$ cat config.mk
export PLATFORM = sky130hd
export DESIGN_NAME = serial_tx_frame
export DESIGN_NICKNAME = d
export VERILOG_FILES = /design/src/rtl/sertx_pkg.sv /design/src/rtl/sertx_parity.sv /design/src/rtl/sertx_fsm.sv /design/src/rtl/sertx_shreg.sv /design/src/rtl/serial_tx_frame.sv
export SDC_FILE = /design/constraint.sdc
export NUM_CORES = 1
export LEC_CHECK = 0
export BUFFER_PORTS_ARGS = -buffer_cell sky130_fd_sc_hd__buf_4
export CAP_MARGIN = 20
export CORE_MARGIN = 3
export CORE_UTILIZATION = 50
export CTS_CLUSTER_DIAMETER = 60
export DETAILED_ROUTE_END_ITERATION = 6
export PLACE_DENSITY_LB_ADDON = 0.3
export SYNTH_ARGS = -nofsm -noshare
export SYNTH_HDL_FRONTEND = slang
export SYNTH_HIERARCHICAL = 1
export SYNTH_SLANG_ARGS = --single-unit
$ cat constraint.sdc
create_clock -name clk_i -period 4.09 [get_ports clk_i]
set_input_delay 0 -clock clk_i [delete_from_list [all_inputs] [get_ports clk_i]]
set_output_delay 0 -clock clk_i [all_outputs]
set_load 0.1 [all_outputs]
$ cat src/rtl/sertx_pkg.sv
package sertx_pkg;

    typedef enum logic [2:0] {
        ST_IDLE  = 3'd0,
        ST_ARM   = 3'd1,
        ST_START = 3'd2,
        ST_DATA  = 3'd3,
        ST_PAR   = 3'd4,
        ST_STOP  = 3'd5
    } tx_state_e;

endpackage

$ cat src/rtl/sertx_parity.sv
module sertx_parity #(
    parameter int DATA_W = 8
) (
    input  logic [DATA_W-1:0] word_i,
    input  logic              even_i,
    input  logic              stick_i,
    output logic              bit_o
);
    logic xor_all;

    always_comb begin
        xor_all = ^word_i;
        if (stick_i)
            bit_o = ~even_i;
        else if (even_i)
            bit_o = xor_all;
        else
            bit_o = ~xor_all;
    end
endmodule

$ cat src/rtl/sertx_fsm.sv
module sertx_fsm
    import sertx_pkg::*;
#(
    parameter int DATA_W = 8
) (
    input  logic      clk_i,
    input  logic      rst_i,
    input  logic      send_i,
    input  logic      tick_i,
    input  logic      par_en_i,
    output tx_state_e state_o,
    output logic      accept_o,
    output logic      shift_o
);
    localparam int CW = $clog2(DATA_W + 1);
    localparam logic [CW-1:0] LAST = CW'(DATA_W - 1);

    typedef struct packed {
        tx_state_e     st;
        logic [CW-1:0] cnt;
        logic          par_en;
    } fsm_t;

    fsm_t fsm_d, fsm_q;

    always_comb begin
        fsm_d    = fsm_q;
        accept_o = 1'b0;
        shift_o  = 1'b0;
        unique case (fsm_q.st)
            ST_IDLE: begin
                if (send_i) begin
                    accept_o     = 1'b1;
                    fsm_d.st     = ST_ARM;
                    fsm_d.par_en = par_en_i;
                end
            end
            ST_ARM:   if (tick_i) fsm_d.st = ST_START;
            ST_START: begin
                if (tick_i) begin
                    fsm_d.st  = ST_DATA;
                    fsm_d.cnt = '0;
                end
            end
            ST_DATA: begin
                if (tick_i) begin
                    shift_o = 1'b1;
                    if (fsm_q.cnt == LAST)
                        fsm_d.st = fsm_q.par_en ? ST_PAR : ST_STOP;
                    else
                        fsm_d.cnt = fsm_q.cnt + 1'b1;
                end
            end
            ST_PAR:   if (tick_i) fsm_d.st = ST_STOP;
            ST_STOP:  if (tick_i) fsm_d.st = ST_IDLE;
            default:  fsm_d.st = ST_IDLE;
        endcase
    end

    always_ff @(posedge clk_i) begin
        if (rst_i) begin
            fsm_q.st     <= ST_IDLE;
            fsm_q.cnt    <= '0;
            fsm_q.par_en <= 1'b0;
        end else begin
            fsm_q <= fsm_d;
        end
    end

    assign state_o = fsm_q.st;
endmodule

$ cat src/rtl/sertx_shreg.sv
module sertx_shreg #(
    parameter int DATA_W = 8
) (
    input  logic              clk_i,
    input  logic              rst_i,
    input  logic              load_i,
    input  logic              shift_i,
    input  logic [DATA_W-1:0] word_i,
    input  logic              par_i,
    output logic              lsb_o,
    output logic              par_o
);
    typedef struct packed {
        logic [DATA_W-1:0] sh;
        logic              par;
    } sr_t;

    sr_t sr_d, sr_q;

    always_comb begin
        sr_d = sr_q;
        if (load_i) begin
            sr_d.sh  = word_i;
            sr_d.par = par_i;
        end else if (shift_i) begin
            sr_d.sh = {1'b0, sr_q.sh[DATA_W-1:1]};
        end
    end

    always_ff @(posedge clk_i) begin
        if (rst_i) begin
            sr_q.sh  <= '0;
            sr_q.par <= 1'b0;
        end else begin
            sr_q <= sr_d;
        end
    end

    assign lsb_o = sr_q.sh[0];
    assign par_o = sr_q.par;
endmodule

$ cat src/rtl/serial_tx_frame.sv
module serial_tx_frame
    import sertx_pkg::*;
#(
    parameter int DATA_W = 8
) (
    input  logic              clk_i,
    input  logic              rst_i,
    input  logic [DATA_W-1:0] data_i,
    input  logic              send_i,
    input  logic              bit_tick_i,
    input  logic              par_en_i,
    input  logic              par_even_i,
    input  logic              par_stick_i,
    input  logic              start_lvl_i,
    input  logic              stop_lvl_i,
    output logic              line_o,
    output logic              busy_o
);
    tx_state_e state;
    logic      accept, shift, par_bit, lsb, par_q;

    sertx_fsm #(.DATA_W(DATA_W)) i_fsm (
        .clk_i    (clk_i),
        .rst_i    (rst_i),
        .send_i   (send_i),
        .tick_i   (bit_tick_i),
        .par_en_i (par_en_i),
        .state_o  (state),
        .accept_o (accept),
        .shift_o  (shift)
    );

    sertx_parity #(.DATA_W(DATA_W)) i_par (
        .word_i  (data_i),
        .even_i  (par_even_i),
        .stick_i (par_stick_i),
        .bit_o   (par_bit)
    );

    sertx_shreg #(.DATA_W(DATA_W)) i_sr (
        .clk_i   (clk_i),
        .rst_i   (rst_i),
        .load_i  (accept),
        .shift_i (shift),
        .word_i  (data_i),
        .par_i   (par_bit),
        .lsb_o   (lsb),
        .par_o   (par_q)
    );

    always_comb begin
        unique case (state)
            ST_START: line_o = start_lvl_i;
            ST_DATA:  line_o = lsb;
            ST_PAR:   line_o = par_q;
            default:  line_o = stop_lvl_i;
        endcase
    end

    assign busy_o = (state != ST_IDLE);
endmodule

* After elaboration in Yosys (flattened, before gate mapping)
Cells that the tools add are included.
** Storage, ports and cells
- Register bits :: 17
- Bits of input ports :: 17
- Logic and storage cells :: 50
- Output and inout bits :: 2
** Cells by class
- Equal/unequal tests :: 14
- Bitwise gates (word level) :: 2
- $add $sub $neg :: 1
- Multiplexer cells :: 20
- Reduce and logical (&&, ||, !) cells :: 8
** Operators by type and width (count)
- case mux 3 bit (6 select lines) :: 1
- two-way mux 8 bit :: 2
- two-way mux 3 bit :: 5
- two-way mux 7 bit :: 2
- inequality test 2 bit (second input constant) :: 7
- case mux 4 bit (2 select lines) :: 1
- parity 8 bit :: 1
- two-way mux 1 bit :: 7
- AND reduction 7 bit :: 1
- equality test 3 x 2 -> 1 bit (second input constant) :: 2
- equality test 3 bit (second input constant) :: 2
- adder 4 x 1 -> 4 bit (second input constant) :: 1
- equality test 4 x 3 -> 1 bit (second input constant) :: 1
- two-way mux 4 bit :: 1
- AND reduction 4 bit :: 1
- nonzero test 2 bit :: 2
- equality test 3 x 1 -> 1 bit (second input constant) :: 1
- logical NOT 3 bit :: 1
- case mux 1 bit (3 select lines) :: 1
- nonzero test 3 bit :: 1
- inequality test 2 x 1 -> 1 bit (second input constant) :: 1
- NOT 1 bit :: 2
- AND reduction 2 bit :: 1

* Depth between registers and ports, before layout
Gate-level depths: netlist of the first run.
- Word-level depth :: 4
- Mapped depth :: 7
- Gate-level depth less buffers :: 7

* Cells and area by module
The synthesis of the first run kept the hierarchy.
** Modules (own cells, without submodules)
- sertx_fsm :: area each 533.0 um2, seq. area each 160.2 um2, times used 1, cells each 60
- sertx_shreg :: area each 417.9 um2, seq. area each 180.2 um2, times used 1, cells each 39
- sertx_parity :: area each 73.8 um2, seq. area each 0.0 um2, times used 1, cells each 9
- serial_tx_frame :: area each 53.8 um2, seq. area each 0.0 um2, times used 1, cells each 8

* Worst setup path after synthesis of the first run
No wires, ideal clock.
- Kind :: reg-to-output
- Start :: register i_fsm.fsm_q (netlist bit i_fsm/state_o[2])
- End :: output port line_o
- Cell stages (with the launch flop) :: 5
- Slack :: 1.912 ns
- Data arrival time :: 2.178 ns
- Data required time :: 4.090 ns
- Cells stage by stage :: dfxtp_1 -> buf_4 -> nand2b_2 -> mux2i_1 -> o22ai_1
** On the way
- Cells in the longest elaborated chain, start to end :: 2
- Elaborated cells between the ends (all ways) :: 4
- Those cells by class :: eq/ne: 3; mux: 1
** Ends and longest elaborated chain
- from (decl) :: RTL line sertx_fsm.sv:24 : fsm_t fsm_d, fsm_q;
- from (signal assigned) :: RTL line sertx_fsm.sv:66 : fsm_q <= fsm_d;
- equality test 3 bit or equality test 3 x 2 -> 1 bit (tied branches) :: RTL line serial_tx_frame.sv:52 : unique case (state)
- case mux 1 bit (3 select lines) (*) :: RTL line serial_tx_frame.sv:52
- to (decl) :: RTL line serial_tx_frame.sv:16 : output logic line_o,
Mark *: on every way between the ends. The rest lies on a longest branch, timed or not.

* Worst setup path after layout of the first run
- Start :: register i_fsm.fsm_q (netlist bit i_fsm/state_o[2])
- End :: register i_sr/sr_q[3] in the netlist's numbering
** On the way
- Cells in the longest elaborated chain, start to end :: 3
- Elaborated cells between the ends (all ways) :: 6
- Those cells by class :: eq/ne: 1; mux: 3; reduce/logical: 2
** Ends and longest elaborated chain
- logical NOT 3 bit (*) :: RTL line sertx_fsm.sv:30 : unique case (fsm_q.st)
- two-way mux 1 bit (*) :: RTL line sertx_fsm.sv:30
- named net accept :: RTL line serial_tx_frame.sv:20 : logic accept, shift, par_bit, lsb, par_q;
- two-way mux 8 bit or nonzero test 2 bit (tied branches)
- to (signal assigned) :: RTL line sertx_shreg.sv:35 : sr_q <= sr_d;
- to (decl) :: RTL line sertx_shreg.sv:18 : sr_t sr_d, sr_q;
Mark *: on every way through the listed nets, which the timed path passes. The rest lies on a longest branch.
A chain may end at the register's enable or synchronous reset.

==> run summary, run 1 <==
number of inserted filler cells in the final layout = 197
placement-stage worst setup slack = 2.15 ns
number of distinct library cells after synthesis = 35
count of warnings emitted by yosys = 6
global-route wire length before repair = 3540 um
sum of routed wire length over all layers = 2030 um
die extent in y = 52.4 um
layout-stage area growth over the synthesis result = 11.3%
switching fraction of total power = 31.5%
count of antenna-violating nets left after detailed routing = 0
TritonCTS Buffers = 3
CTS hold repair buffers = 2
Die Span X = 52.4 um
worst r2r src = i_fsm/state_o[2]
fin util = 59.9%
Syn Nets = 134
routed length per placed instance = 13.0 um
maximum root-to-sink buffer count = 2
class of the most critical setup path = reg -> reg
count of final hold-check violations = 0
clock transition at the registers of the reported paths = 0.09 ns
proportion of layout cells with a drive suffix above 1 = 19.4%
Syn Std Cell Area = 1080 um^2
final setup fails = 0
worst setup path startpoint = i_fsm/state_o[2]
initial antenna violation count = 0
placed wire-length estimate = 1470 um
DRC violation total after the first TritonRoute iteration = 12
insertion delay to the later sink of the worst-skew pair = 0.28 ns
worst clock skew = 0.00421 ns
Seq pwr share = 49.4%
power density of the placed cells = 323 nW/um^2
number of resized instances in the post-cts repair step = 0
maximum ir drop on the vdd rail = 0.166 mV
count of inserted antenna diode cells = 0
DRC violation count after routing = 0
Hold WC Path Type = in -> reg
worst r2r dst = i_sr/sr_q[3]
endpoint type of the worst setup path = flop
reported net switching power = 0.122 mW
number of standard cells in the layout, taps in and fillers out = 156
iteration count of the initial detailed-routing pass = 4
synthesized netlist cell count = 116
number of flip-flops and latches in the synthesized netlist = 17
Total Power = 0.387 mW
largest net degree at the start of global routing = 21
proportion of synthesized chip area in sequential cells = 31.6%
CP Launch Type = flop
logic gate share of total power = 27.6%
part of the total power dissipated in the clock network = 23.0%
number of cell rows = 16
buffers inserted by post-CTS timing repair = 0
Post-Place Cells = 150
shortest clock period the worst path allows after layout = 1.94 ns
Boundary Pins = 19
normalized max-slew margin = 40.4%
total routing usage reported by global routing = 17.1%
number of cells traversed by the worst register-to-register path = 3
max capacitance violation total = 0
Post-Synthesis Mean Instance Area = 9.30 um^2
Final WS setup = 2.15 ns
root buf cell = sky130_fd_sc_hd__clkbuf_4
setup TNS = 0 ns
Placeable Area = 2000 um^2
CTS tree = done
final worst path period share = 47.5%
total count of max-transition violations in the final report = 0
Die Outline Area = 2750 um^2
run status = finished, final reports clean
setup slack of the worst register-to-register path = 2.15 ns
post-layout net count = 148
detailed-route via count = 851
unrepaired setup endpoints after global routing = no
LEAKAGE = 0.427 nW
number of levels in the clock H-tree = 1
clock sinks = 17
Peak Freq = 515 MHz
WP data arrival = 2.14 ns
critical path endpoint = i_sr/sr_q[3]
worst-path fanout max = 12
count of port buffers added during placement = 18
transition time of the tightest slew-check pin = 0.892 ns
global route total overflow = 0
Crit path required time = 4.29 ns
final weighted congestion in routability-driven placement = 0.748
number of global-route vias before repair = 861
via density per instance = 5.46
effective utilization at floorplan = 53.9%
internal cell power = 0.266 mW
[registers in the layout, summed over array words and instances, names as in the netlist]
register	flops
i_sr/lsb_o	1
i_fsm/fsm_q	5
i_fsm/state_o	3
i_sr/par_o	1
i_sr/sr_q	7
[worst max-delay path, stage by stage, from the launching register on]
cell and delay (ns):
sky130_fd_sc_hd__dfxtp_1 0.43, sky130_fd_sc_hd__nor4b_2 0.84, sky130_fd_sc_hd__inv_1 0.31, sky130_fd_sc_hd__a211oi_1 0.27
[worst min-delay path by stage]
stage	from	endpoint	slack [ns]	cells past startpoint
2_1_floorplan	data_i[7]	i_sr/sr_q[8]	0.14	2
3_3_place_gp	par_en_i	i_fsm/fsm_q[0]	0.24	3
3_5_place_dp	par_en_i	i_fsm/fsm_q[0]	0.25	3
4_1_cts	rst_i	i_fsm/state_o[2]	0.02	2
5_1_grt	rst_i	i_fsm/fsm_q[0]	0.03	2
6_report	rst_i	i_fsm/fsm_q[2]	0.03	2
[per-layer routing]
metal	up-vias	track usage, %	part of all wire (%)
met5	-	0	0
met4	0	7.66	1.7
met3	4	2.56	3.4
met2	14	29.3	49
met1	391	20.8	45
li1	442	-	-
[final cells by class]
class | instances | area, um^2 | share of cell area [%]
inverters | 5 | 18.8 | 1.56
multi-input cells | 83 | 626 | 52.1
clock buffers | 4 | 26.3 | 2.19
repair buffers | 20 | 155 | 12.9
flip-flops and latches | 17 | 340 | 28.4
well taps | 27 | 33.8 | 2.82
[synthesized netlist by cell type]
cell | n | area (um^2)
sky130_fd_sc_hd__nand2_1 | 4 | 15.0
sky130_fd_sc_hd__nor2b_1 | 9 | 56.3
sky130_fd_sc_hd__nand3_1 | 1 | 5.00
sky130_fd_sc_hd__o22ai_1 | 1 | 6.26
sky130_fd_sc_hd__clkbuf_8 | 1 | 13.8
sky130_fd_sc_hd__nor4b_2 | 1 | 15.0
sky130_fd_sc_hd__a21boi_0 | 1 | 7.51
sky130_fd_sc_hd__o31a_1 | 1 | 8.76
sky130_fd_sc_hd__and2_1 | 2 | 12.5
sky130_fd_sc_hd__a21oi_1 | 5 | 25.0
sky130_fd_sc_hd__nor2_1 | 4 | 15.0
sky130_fd_sc_hd__or3b_1 | 1 | 8.76
sky130_fd_sc_hd__or3b_4 | 1 | 11.3
sky130_fd_sc_hd__buf_2 | 1 | 5.00
sky130_fd_sc_hd__o31ai_2 | 1 | 12.5
sky130_fd_sc_hd__a2111oi_0 | 1 | 8.76
sky130_fd_sc_hd__and4b_1 | 1 | 10.0
sky130_fd_sc_hd__nand2b_2 | 1 | 8.76
sky130_fd_sc_hd__xnor2_1 | 8 | 70.1
sky130_fd_sc_hd__and3b_1 | 2 | 17.5
sky130_fd_sc_hd__a211oi_1 | 11 | 82.6
sky130_fd_sc_hd__or3_1 | 3 | 18.8
sky130_fd_sc_hd__nand4_1 | 1 | 6.26
sky130_fd_sc_hd__clkbuf_1 | 1 | 3.75
sky130_fd_sc_hd__inv_1 | 5 | 18.8
sky130_fd_sc_hd__dfxtp_1 | 17 | 340
sky130_fd_sc_hd__o21bai_1 | 2 | 15.0
sky130_fd_sc_hd__nand3b_1 | 3 | 22.5
sky130_fd_sc_hd__o21ai_0 | 3 | 15.0
sky130_fd_sc_hd__buf_6 | 3 | 33.8
sky130_fd_sc_hd__nand4bb_1 | 1 | 11.3
sky130_fd_sc_hd__ha_1 | 1 | 12.5
sky130_fd_sc_hd__buf_4 | 5 | 37.5
sky130_fd_sc_hd__o32ai_1 | 2 | 17.5
sky130_fd_sc_hd__mux2i_1 | 11 | 110
[stage by stage]
| stage | cell area (um^2) | hold WS, ns |
|---|---|---|
| detailed placement | 1150 | 0.248 |
| global placement | 1150 | 0.242 |
| floorplan | 1080 | 0.140 |
| finish | 1200 | 0.0330 |
| CTS | 1200 | 0.0246 |
| global route | 1200 | 0.0306 |
[power by group through the flow]
| stage | clock network [mW] | logic [mW] | registers [mW] |
|---|---|---|---|
| after floorplan | 0 | 0.0952 | 0.187 |
| after global placement | 0 | 0.104 | 0.194 |
| after detailed placement | 0 | 0.106 | 0.195 |
| after CTS | 0.0936 | 0.108 | 0.191 |
| after global routing | 0.102 | 0.118 | 0.194 |
| final | 0.0890 | 0.107 | 0.192 |
[cell families (layout without fill, tap and decap cells)]
group | Yosys count | in the layout | share of synthesized area, %
AND/OR/NAND/NOR | 35 | 35 | 21.7
flip-flops | 17 | 17 | 31.6
AO/OA/AOI/OAI | 28 | 28 | 18.4
buffers and inverters | 16 | 29 | 10.4
XOR/XNOR | 8 | 8 | 6.50
adder cells (fa/ha/maj) | 1 | 1 | 1.16
multiplexers | 11 | 11 | 10.2
[layout by cell type, fill, tap and decap left out, types with 2 or more instances in the layout]
cell                             n
sky130_fd_sc_hd__a211oi_1       11
sky130_fd_sc_hd__mux2i_1        11
sky130_fd_sc_hd__and2_1          2
sky130_fd_sc_hd__clkbuf_4        3
sky130_fd_sc_hd__dlygate4sd3_1   2
sky130_fd_sc_hd__nor2_1          4
sky130_fd_sc_hd__and3b_1         2
sky130_fd_sc_hd__nand2_1         4
sky130_fd_sc_hd__inv_1           5
sky130_fd_sc_hd__o32ai_1         2
sky130_fd_sc_hd__o21bai_1        2
sky130_fd_sc_hd__a21oi_1         5
sky130_fd_sc_hd__xnor2_1         8
sky130_fd_sc_hd__nor2b_1         9
sky130_fd_sc_hd__or3_1           3
sky130_fd_sc_hd__buf_4          18
sky130_fd_sc_hd__nand3b_1        3
sky130_fd_sc_hd__o21ai_0         3
sky130_fd_sc_hd__dfxtp_1        17
Note: power is estimated with default switching activity, not from simulation.
==> run 2, diff against run 1 <==
clock period = 1.9 ns   (was 4.09 ns; I/O delays follow)
==> run summary, run 2 (synthesized netlist as in run 1, its figures left out) <==
run status = finished, final reports clean (unchanged)
die extent in y = 52.4 um (unchanged)
layout-stage area growth over the synthesis result = 15.3% (was 11.3%)
number of levels in the clock H-tree = 1 (unchanged)
logic gate share of total power = 30.8% (was 27.6%)
root buf cell = sky130_fd_sc_hd__clkbuf_4 (unchanged)
unrepaired setup endpoints after global routing = no (unchanged)
final worst path period share = 84.4% (was 47.5%)
endpoint type of the worst setup path = flop (unchanged)
clock transition at the registers of the reported paths = 0.09 ns (about the same)
total routing usage reported by global routing = 16.1% (was 17.1%)
placement-stage worst setup slack = 0.310 ns (was 2.15 ns)
class of the most critical setup path = reg -> reg (unchanged)
routed length per placed instance = 12.4 um (was 13.0 um)
setup TNS = 0 ns (unchanged)
most used cells in the layout excluding fill and tap cells = sky130_fd_sc_hd__buf_4, sky130_fd_sc_hd__dfxtp_1, sky130_fd_sc_hd__mux2i_1, sky130_fd_sc_hd__a211oi_1, sky130_fd_sc_hd__nor2b_1 (unchanged)
shortest clock period the worst path allows after layout = 1.60 ns (was 1.94 ns)
Die Span X = 52.4 um (unchanged)
part of the total power dissipated in the clock network = 22.0% (was 23.0%)
CTS tree = done (unchanged)
cell type of the slowest stage on the worst timing path = sky130_fd_sc_hd__and2_1 (was sky130_fd_sc_hd__nor4b_2)
Crit path required time = 2.09 ns (was 4.29 ns)
delay of the slowest cell on the worst path = 0.44 ns (was 0.84 ns)
initial antenna violation count = 0 (unchanged)
sum of routed wire length over all layers = 1990 um (was 2030 um)
flip-flop count of the largest register after layout = 7 (unchanged)
count of antenna-violating nets left after detailed routing = 0 (unchanged)
worst clock skew = 0.00262 ns (was 0.00421 ns)
global-route wire length before repair = 3360 um (was 3540 um)
maximum root-to-sink buffer count = 2 (unchanged)
Placeable Area = 2000 um^2 (unchanged)
max capacitance violation total = 0 (unchanged)
Final WS setup = 0.296 ns (was 2.15 ns)
Boundary Pins = 19 (unchanged)
clock sinks = 17 (unchanged)
worst-path fanout max = 8 (was 12)
largest net degree at the start of global routing = 21 (unchanged)
CP Launch Type = flop (unchanged)
Die Outline Area = 2750 um^2 (unchanged)
count of inserted antenna diode cells = 0 (unchanged)
WP data arrival = 1.80 ns (was 2.14 ns)
proportion of layout cells with a drive suffix above 1 = 23.1% (was 19.4%)
TritonCTS Buffers = 3 (unchanged)
insertion delay to the later sink of the worst-skew pair = 0.28 ns (about the same)
post-layout net count = 153 (was 148)
number of cell rows = 16 (unchanged)
total count of max-transition violations in the final report = 0 (unchanged)
most flop-heavy register = i_sr/sr_q (unchanged)
final setup fails = 0 (unchanged)
iteration count of the initial detailed-routing pass = 4 (unchanged)
count of final hold-check violations = 0 (unchanged)
LEAKAGE = 0.456 nW (was 0.427 nW)
reported net switching power = 0.262 mW (was 0.122 mW)
normalized max-slew margin = 71.5% (was 40.4%)
Seq pwr share = 47.2% (was 49.4%)
power density of the placed cells = 681 nW/um^2 (was 323 nW/um^2)
detailed-route via count = 878 (was 851)
number of resized instances in the post-cts repair step = 0 (unchanged)
via density per instance = 5.45 (was 5.46)
Cell Chain, Critical Path = and3b_1, and2_1, mux2i_1, a211oi_1 (was nor4b_2, inv_1, a211oi_1)
number of standard cells in the layout, taps in and fillers out = 161 (was 156)
final weighted congestion in routability-driven placement = 0.801 (was 0.748)
count of port buffers added during placement = 18 (unchanged)
DRC violation total after the first TritonRoute iteration = 10 (was 12)
effective utilization at floorplan = 53.9% (unchanged)
internal cell power = 0.585 mW (was 0.266 mW)
maximum ir drop on the vdd rail = 0.412 mV (was 0.166 mV)
DRC violation count after routing = 0 (unchanged)
Peak Freq = 624 MHz (was 515 MHz)
placed wire-length estimate = 1520 um (was 1470 um)
number of global-route vias before repair = 772 (was 861)
transition time of the tightest slew-check pin = 0.428 ns (was 0.892 ns)
global route total overflow = 0 (unchanged)
Post-Place Cells = 155 (was 150)
switching fraction of total power = 30.9% (was 31.5%)
Hold WC Path Type = in -> reg (unchanged)
leading cell type in the layout, fill and taps excluded = sky130_fd_sc_hd__buf_4 (unchanged)
-- run 2: through the flow --
stage	power [mW]	hold WS [ns]	instance area [um^2]	util (%)
floorplan	0.611	0.140	1080	-
global placement	0.660	0.246	1200	59.8
detailed placement	0.667	0.263	1200	59.8
CTS	0.860	0.0165	1240	62.1
global route	0.904	0.00838	1240	62.1
finish	0.847	0.0236	1240	62.1
-- run 2: path summary, 6_finish.rpt --
kind	start	end	slack, ns	cells after the start
setup / recovery	i_fsm/state_o[1]	i_sr/sr_q[4]	0.30	4
hold / removal	data_i[0]	i_sr/lsb_o	0.02	3
setup reg to reg	i_fsm/state_o[1]	i_sr/sr_q[4]	0.30	4
hold reg to reg	i_fsm/fsm_q[0]	i_fsm/fsm_q[0]	0.51	2
-- run 2: layout make-up --
cell class                 count  area (um^2)
clock buffer                   4         26.3
fill                         178          758
inverter                       5         18.8
multi-input combinational     83          632
sequential                    17          340
tap                           27         33.8
timing repair buffer          25          193
-- run 2: layer usage --
metal | up-vias | global-route usage (%) | wire length [um]
li1 | 452 | - | -
met1 | 406 | 20.5 | 883
met2 | 18 | 26.9 | 1010
met3 | 2 | 2.56 | 75
met4 | 0 | 6.38 | 20
met5 | - | 0 | 0
-- run 2: power by group through the flow --
stage	clock network (mW)	logic [mW]	registers (mW)
after floorplan	0	0.208	0.403
after global placement	0	0.253	0.406
after detailed placement	0	0.259	0.408
after CTS	0.196	0.264	0.400
after global routing	0.216	0.284	0.404
final	0.186	0.261	0.400
-- run 2: timing repair --
action                                  CTS  global route
endpoints found under the setup margin    0             0
setup buffers                             0             0
hold buffers                              2             0
endpoints found under the hold margin     2             0
-- run 2: critical path, delay by kind of cell (launching register included) --
| kind | cells | cell delay (ns) |
|---|---|---|
| flops | 1 | 0.35 |
| simple gates | 2 | 0.76 |
| compound gates | 1 | 0.27 |
| mux | 1 | 0.13 |
